<file path="src/rtl/ctxsr_pkg.sv">
package ctxsr_pkg;
  typedef enum logic [1:0] {S_IDLE, S_SHIFT, S_FIN} seq_state_t;

  // next version tag, modulo 2^w (w is the caller's width)
  function automatic logic [31:0] ver_next(input logic [31:0] v, input int w);
    logic [31:0] mask;
    mask = (w >= 32) ? 32'hFFFF_FFFF : ((32'd1 << w) - 32'd1);
    return (v + 32'd1) & mask;
  endfunction

  function automatic logic slot_ok(input logic [31:0] s, input int slots);
    return s < 32'(slots);
  endfunction
endpackage

</file>
<file path="src/rtl/ctxsr_store.sv">
module ctxsr_store
  import ctxsr_pkg::*;
#(
  parameter int N      = 16,
  parameter int SLOTS  = 10,
  parameter int VER_W  = 8,
  parameter int SLOT_W = 4
) (
  input  logic              clk,
  input  logic              rst_n,
  input  logic              wr_en,
  input  logic [SLOT_W-1:0] wr_slot,
  input  logic [N-1:0]      wr_data,
  input  logic [SLOT_W-1:0] a_slot,
  output logic [N-1:0]      a_data,
  output logic [VER_W-1:0]  a_ver,
  input  logic [SLOT_W-1:0] b_slot,
  output logic [N-1:0]      b_data,
  output logic [VER_W-1:0]  b_ver
);
  localparam int ENTRIES = 2 ** SLOT_W;

  logic [N-1:0]     data_q [ENTRIES];
  logic [VER_W-1:0] ver_q  [ENTRIES];

  for (genvar s = 0; s < ENTRIES; s++) begin : g_slot
    if (s < SLOTS) begin : g_real
      logic hit;
      assign hit = wr_en && (wr_slot == SLOT_W'(s));
      always_ff @(posedge clk or negedge rst_n) begin
        if (!rst_n) begin
          data_q[s] <= '0;
          ver_q[s]  <= '0;
        end else if (hit) begin
          data_q[s] <= wr_data;
          ver_q[s]  <= VER_W'(ver_next(32'(ver_q[s]), VER_W));
        end
      end
    end else begin : g_none
      assign data_q[s] = '0;
      assign ver_q[s]  = '0;
    end
  end

  assign a_data = data_q[a_slot];
  assign a_ver  = ver_q[a_slot];
  assign b_data = data_q[b_slot];
  assign b_ver  = ver_q[b_slot];
endmodule

</file>
<file path="src/rtl/ctxsr_seq.sv">
module ctxsr_seq
  import ctxsr_pkg::*;
#(
  parameter int N      = 16,
  parameter int SLOTS  = 10,
  parameter int VER_W  = 8,
  parameter int SLOT_W = 4
) (
  input  logic              clk,
  input  logic              rst_n,
  input  logic              cmd_valid,
  input  logic              cmd_save,
  input  logic [SLOT_W-1:0] cmd_slot,
  input  logic [VER_W-1:0]  cmd_ver,
  input  logic [N-1:0]      cur_data,
  input  logic [VER_W-1:0]  cur_ver,
  input  logic              scan_in,
  output logic              scan_en,
  output logic              scan_out,
  output logic              busy,
  output logic              done,
  output logic              err,
  output logic              accept,
  output logic              wr_en,
  output logic [SLOT_W-1:0] wr_slot,
  output logic [N-1:0]      wr_data
);
  localparam int CNT_W = (N > 1) ? $clog2(N) : 1;

  seq_state_t        state_q;
  logic [CNT_W-1:0]  cnt_q;
  logic [N-1:0]      sreg_q;
  logic              save_q;
  logic [SLOT_W-1:0] slot_q;
  logic              err_q;
  logic              reject;
  logic              last;

  assign reject = !slot_ok(32'(cmd_slot), SLOTS) ||
                  (!cmd_save && (cur_ver != cmd_ver));
  assign accept = (state_q == S_IDLE) && cmd_valid && !reject;
  assign last   = (cnt_q == CNT_W'(N - 1));

  always_ff @(posedge clk or negedge rst_n) begin
    if (!rst_n) begin
      state_q <= S_IDLE;
      cnt_q   <= '0;
      sreg_q  <= '0;
      save_q  <= 1'b0;
      slot_q  <= '0;
      err_q   <= 1'b0;
    end else begin
      err_q <= 1'b0;
      case (state_q)
        S_IDLE: if (cmd_valid) begin
          if (reject) begin
            err_q <= 1'b1;
          end else begin
            state_q <= S_SHIFT;
            cnt_q   <= '0;
            save_q  <= cmd_save;
            slot_q  <= cmd_slot;
            sreg_q  <= cmd_save ? '0 : cur_data;
          end
        end
        S_SHIFT: begin
          sreg_q <= {save_q & scan_in, sreg_q[N-1:1]};
          cnt_q  <= cnt_q + CNT_W'(1);
          if (last) state_q <= S_FIN;
        end
        default: state_q <= S_IDLE;
      endcase
    end
  end

  assign busy     = (state_q == S_SHIFT);
  assign scan_en  = busy;
  assign done     = (state_q == S_FIN);
  assign err      = err_q;
  assign scan_out = busy && !save_q && sreg_q[0];
  assign wr_en    = busy && save_q && last;
  assign wr_slot  = slot_q;
  assign wr_data  = {scan_in, sreg_q[N-1:1]};
endmodule

</file>
<file path="src/rtl/ctxsr_top.sv">
module ctxsr_top
  import ctxsr_pkg::*;
#(
  parameter int N      = 16,
  parameter int SLOTS  = 10,
  parameter int VER_W  = 8,
  parameter int SLOT_W = 4
) (
  input  logic              clk,
  input  logic              rst_n,
  input  logic              cmd_valid,
  input  logic              cmd_save,
  input  logic [SLOT_W-1:0] cmd_slot,
  input  logic [VER_W-1:0]  cmd_ver,
  output logic              busy,
  output logic              done,
  output logic              err,
  output logic              scan_en,
  input  logic              scan_in,
  output logic              scan_out,
  input  logic [SLOT_W-1:0] rd_slot,
  output logic [N-1:0]      rd_data,
  output logic [VER_W-1:0]  rd_ver
);
  logic              save_commit;
  logic              cmd_accept;
  logic [SLOT_W-1:0] commit_slot;
  logic [N-1:0]      commit_data;
  logic [N-1:0]      cur_data;
  logic [VER_W-1:0]  cur_ver;

  ctxsr_store #(.N(N), .SLOTS(SLOTS), .VER_W(VER_W), .SLOT_W(SLOT_W)) u_store (
    .clk(clk), .rst_n(rst_n),
    .wr_en(save_commit), .wr_slot(commit_slot), .wr_data(commit_data),
    .a_slot(cmd_slot), .a_data(cur_data), .a_ver(cur_ver),
    .b_slot(rd_slot), .b_data(rd_data), .b_ver(rd_ver)
  );

  ctxsr_seq #(.N(N), .SLOTS(SLOTS), .VER_W(VER_W), .SLOT_W(SLOT_W)) u_seq (
    .clk(clk), .rst_n(rst_n),
    .cmd_valid(cmd_valid), .cmd_save(cmd_save), .cmd_slot(cmd_slot),
    .cmd_ver(cmd_ver), .cur_data(cur_data), .cur_ver(cur_ver),
    .scan_in(scan_in), .scan_en(scan_en), .scan_out(scan_out),
    .busy(busy), .done(done), .err(err), .accept(cmd_accept),
    .wr_en(save_commit), .wr_slot(commit_slot), .wr_data(commit_data)
  );
endmodule

</file>
<file path="config.mk">
export PLATFORM = sky130hd
export DESIGN_NAME = ctxsr_top
export DESIGN_NICKNAME = d
export VERILOG_FILES = /design/src/rtl/ctxsr_pkg.sv /design/src/rtl/ctxsr_store.sv /design/src/rtl/ctxsr_seq.sv /design/src/rtl/ctxsr_top.sv
export SDC_FILE = /design/constraint.sdc
export NUM_CORES = 1
export LEC_CHECK = 0
export BUFFER_PORTS_ARGS = -buffer_cell sky130_fd_sc_hd__buf_2
export CAP_MARGIN = 20
export CORE_MARGIN = 1
export CORE_UTILIZATION = 50
export CTS_BUF_LIST = sky130_fd_sc_hd__clkbuf_4 sky130_fd_sc_hd__clkbuf_8
export CTS_CLUSTER_DIAMETER = 30
export DETAILED_ROUTE_END_ITERATION = 16
export GPL_TIMING_DRIVEN = 0
export PLACE_DENSITY = 0.7
export RECOVER_POWER = 25
export SKIP_CTS_REPAIR_TIMING = 1
export SLEW_MARGIN = 5
export SYNTH_ARGS = -nofsm -noshare
export SYNTH_HDL_FRONTEND = slang
export SYNTH_HIERARCHICAL = 1
export SYNTH_SLANG_ARGS = --single-unit
</file>
<file path="constraint.sdc">
create_clock -name clk -period 3 [get_ports clk]
set_input_delay 0.6 -clock clk [delete_from_list [all_inputs] [get_ports clk]]
set_output_delay 0.6 -clock clk [all_outputs]
set_load 0.02 [all_outputs]
</file>
==> flow_metrics.env <==
export IMPL_cts_root_buf="clkbuf_8"
export IMPL_yosys_register_bits=268
export IMPL_switching_share=0.285
export IMPL_p_sw_mw=3.53
export IMPL_vdd_drop_max_uv=441
export IMPL_top_usage_layer="met2"
export IMPL_cpPeakStageDelay_ps=420
export IMPL_met2_usage=0.474
export IMPL_met3_usage=0.0516
export IMPL_p_per_area_nw_per_um2=689
export IMPL_syn_area_per_cell_sq_um=11.5
export IMPL_antenna_left=0
export IMPL_fin_skew_ps=32.9
export IMPL_vias_per_cell=6.17
export IMPL_rsz0062_at_grt="true"
export IMPL_numCtsBuffers=68
export IMPL_power_leakage_nw=8.56
export IMPL_htree_levels=3
export IMPL_timing_rr_start="u_store/ver_q[100]$_DFFE_PN0P_"
export IMPL_synth_nets=1317
export IMPL_design_area_sq_um=17900
export IMPL_synthFlopType="dfrtp_1"
export IMPL_clockBufferDepth=3
export IMPL_start_util=0.512
export IMPL_max_cap_violations=0
export IMPL_firstDrtPassIters=5
export IMPL_io_pin_count=50
export IMPL_drc=0
export IMPL_critical_path_top_delay_family="compound AO/OA/AOI/OAI gates"
export IMPL_diodes=0
export IMPL_placed_area_sq_um=15700
export IMPL_crit_chain="buf_2 -> buf_8 -> buf_8 -> mux4_2 -> nor2_2 -> o32ai_2 -> xor2_1 -> nor4_4 -> a21oi_4 -> a211o_4 -> clkbuf_16 -> a221o_1"
export IMPL_hold_violations=0
export IMPL_crit_path_start="cmd_slot[1]"
export IMPL_dieArea_sq_um=30300
export IMPL_status="completed"
export IMPL_place_inst=1716
export IMPL_slew_headroom=0.399
export IMPL_pwr_share_clk=0.468
export IMPL_slowest_stage="nor4_4"
export IMPL_power_frac_seq=0.353
export IMPL_synth_edf_count=0
export IMPL_timing_final_ws_setup_ps=25.4
export IMPL_endpoint_kind="flip-flop"
export IMPL_synth_cell_types=50
export IMPL_combPwrFrac=0.179
export IMPL_path_buf_inv=4
export IMPL_synth_seq_area_share=0.453
export IMPL_synthArstFlopShare=1.00
export IMPL_drt_iter0_markers=1055
export IMPL_area_growth_pct=21.0
export IMPL_antenna_found_initial=0
export IMPL_row_count=62
export IMPL_core_area_sq_um=28900
export IMPL_p_int_mw=8.84
export IMPL_wl_um=44400
export IMPL_syn_area_sq_um=14800
export IMPL_worstSetupPathType="primary input to flip-flop"
export IMPL_hp_class="primary input to flip-flop"
export IMPL_critical_path_arrival_ps=3440
export IMPL_grt_pass1_vias=11500
export IMPL_slew_violations=0
export IMPL_globalplace_congestion=0.962
export IMPL_period_minus_slack_ps=2970
export IMPL_via_count=11500
export IMPL_setup_violations=0
export IMPL_worst_slew_pin_transition_ps=902
export IMPL_clock_sinks=268
export IMPL_grt_total_usage=0.296
export IMPL_wire_per_inst_um=23.9
export IMPL_use_met1=0.399
export IMPL_insertion_delay_ps=590
export IMPL_synthCells=1285
export IMPL_fp_dieW_um=174
export IMPL_clk_transition_reported_paths_ps=50
export IMPL_grt_ovfl_total=0
export IMPL_min_from="cmd_slot[0]"
export IMPL_cts_tree="done"
export IMPL_fin_crit_sh=0.992
export IMPL_startpoint_type="primary input"
export IMPL_worst_path_most_repeated_cell="buf_8"
export IMPL_pre_cts_ws_ps=-1100
export IMPL_fp_dieH_um=174
export IMPL_worstPathMaxFanout=10
export IMPL_fmax_mhz=336
export IMPL_portBuffers=45
export IMPL_place_hpwl_um=29700
export IMPL_grt_pass1_wl_um=67900
export IMPL_grt_max_degree=118
export IMPL_ys_warn_count=6
export IMPL_final_cells=1859
export IMPL_final_layout_size_suffix_gt1_frac=0.402
export IMPL_critPathRequiredTime_ps=3460
export IMPL_nNetsFinal=1453
==> flip-flops by register name, indices dropped and copies added, names as in the netlist <==
signal          cells
u_seq/state_q       2
u_seq/wr_slot       4
u_store/ver_q      80
u_seq/err           1
u_seq/sreg_q       16
u_store/data_q    160
u_seq/cnt_q         4
u_seq/save_q        1
==> per-layer routing <==
layer	wire length, um	vias to the layer above
met1	18100	5866
met4	1600	0
met3	3480	118
met5	0	-
met2	21300	504
li1	-	4978
==> area by class of cell <==
class                           instances  area (sq um)
Fill cell                            2239         11000
Multi-Input combinational cell        898          7720
Sequential cell                       268          6710
Clock buffer                           91          1210
Buffer                                115           771
Clock inverter                         33           558
Tap cell                              384           480
Timing Repair Buffer                   68           478
Inverter                                2          7.51
==> power groups by stage <==
stage	clock network, mW	registers [mW]	logic (mW)
after detailed placement	0	4.39	2.06
after floorplan	0	4.27	1.47
after global placement	0	4.37	2.00
after CTS	5.85	4.34	2.07
final	5.79	4.36	2.22
after global routing	6.04	4.40	2.38
==> synth_stat cells (5+ instances only) <==
cell | number | area (sq um)
and2_1 | 18 | 113
clkbuf_2 | 10 | 50.1
nand3_1 | 33 | 165
and3_1 | 6 | 37.5
nor2_1 | 64 | 240
dfrtp_1 | 268 | 6710
o32ai_1 | 48 | 420
ha_1 | 11 | 138
nor3_1 | 15 | 75.1
buf_2 | 38 | 190
buf_4 | 17 | 128
and4_1 | 5 | 43.8
o22ai_1 | 48 | 300
mux4_2 | 48 | 1080
xor2_1 | 26 | 228
mux2i_1 | 48 | 480
nand2b_1 | 5 | 31.3
xnor2_1 | 53 | 464
clkbuf_1 | 44 | 165
nand2_1 | 182 | 683
buf_1 | 6 | 22.5
mux2_2 | 215 | 2420
nand4_1 | 17 | 106
a221o_1 | 16 | 160
==> path summary, 6_finish.rpt <==
check,slack (ps),cells past startpoint,to
max reg2reg,30,10,u_seq/sreg_q[10]$_DFFE_PN0P_
max,30,12,u_seq/sreg_q[10]$_DFFE_PN0P_
max in group asynchronous,1060,4,u_store/data_q[134]$_DFFE_PN0P_
min reg2reg,490,1,u_store/ver_q[95]$_DFFE_PN0P_
min,290,2,u_seq/wr_slot[0]$_DFFE_PN0P_
min in group asynchronous,550,2,u_store/ver_q[54]$_DFFE_PN0P_
==> metrics by stage <==
| stage | utilization | total power, mW | hold WS, ps | TNS [ps] |
|---|---|---|---|---|
| final | 0.620 | 12.4 | 289 | 0 |
| after global routing | 0.620 | 12.8 | 264 | -357 |
| after CTS | 0.604 | 12.3 | -21.3 | -31210 |
| after detailed placement | 0.543 | 6.45 | 474 | -43850 |
| after global placement | 0.540 | 6.37 | 471 | -1021840 |
| after floorplan | - | 5.74 | 304 | -587 |
==> cells in the final DEF (no fill, tap or decap), types with 37 or more instances in the layout <==
cell type,Yosys,final
buf_2,38,66
buf_4,17,41
clkbuf_8,0,85
dfrtp_1,268,263
mux2_2,215,215
mux2i_1,48,46
mux4_2,48,48
nand2_1,182,178
nor2_1,64,58
o22ai_1,48,45
o32ai_1,48,37
xnor2_1,53,53
==> cell families after synthesis <==
logic type	after synthesis	synth area share
AOI/OAI and AO/OA	123	0.0654
xor gates and xnor gates	79	0.0467
adders and majority gates	11	0.00929
buffers and inverters	119	0.0395
DFF	268	0.453
muxes	314	0.271
and+or+nand+nor	371	0.116
No activity file was read; power rests on OpenSTA's default activity.
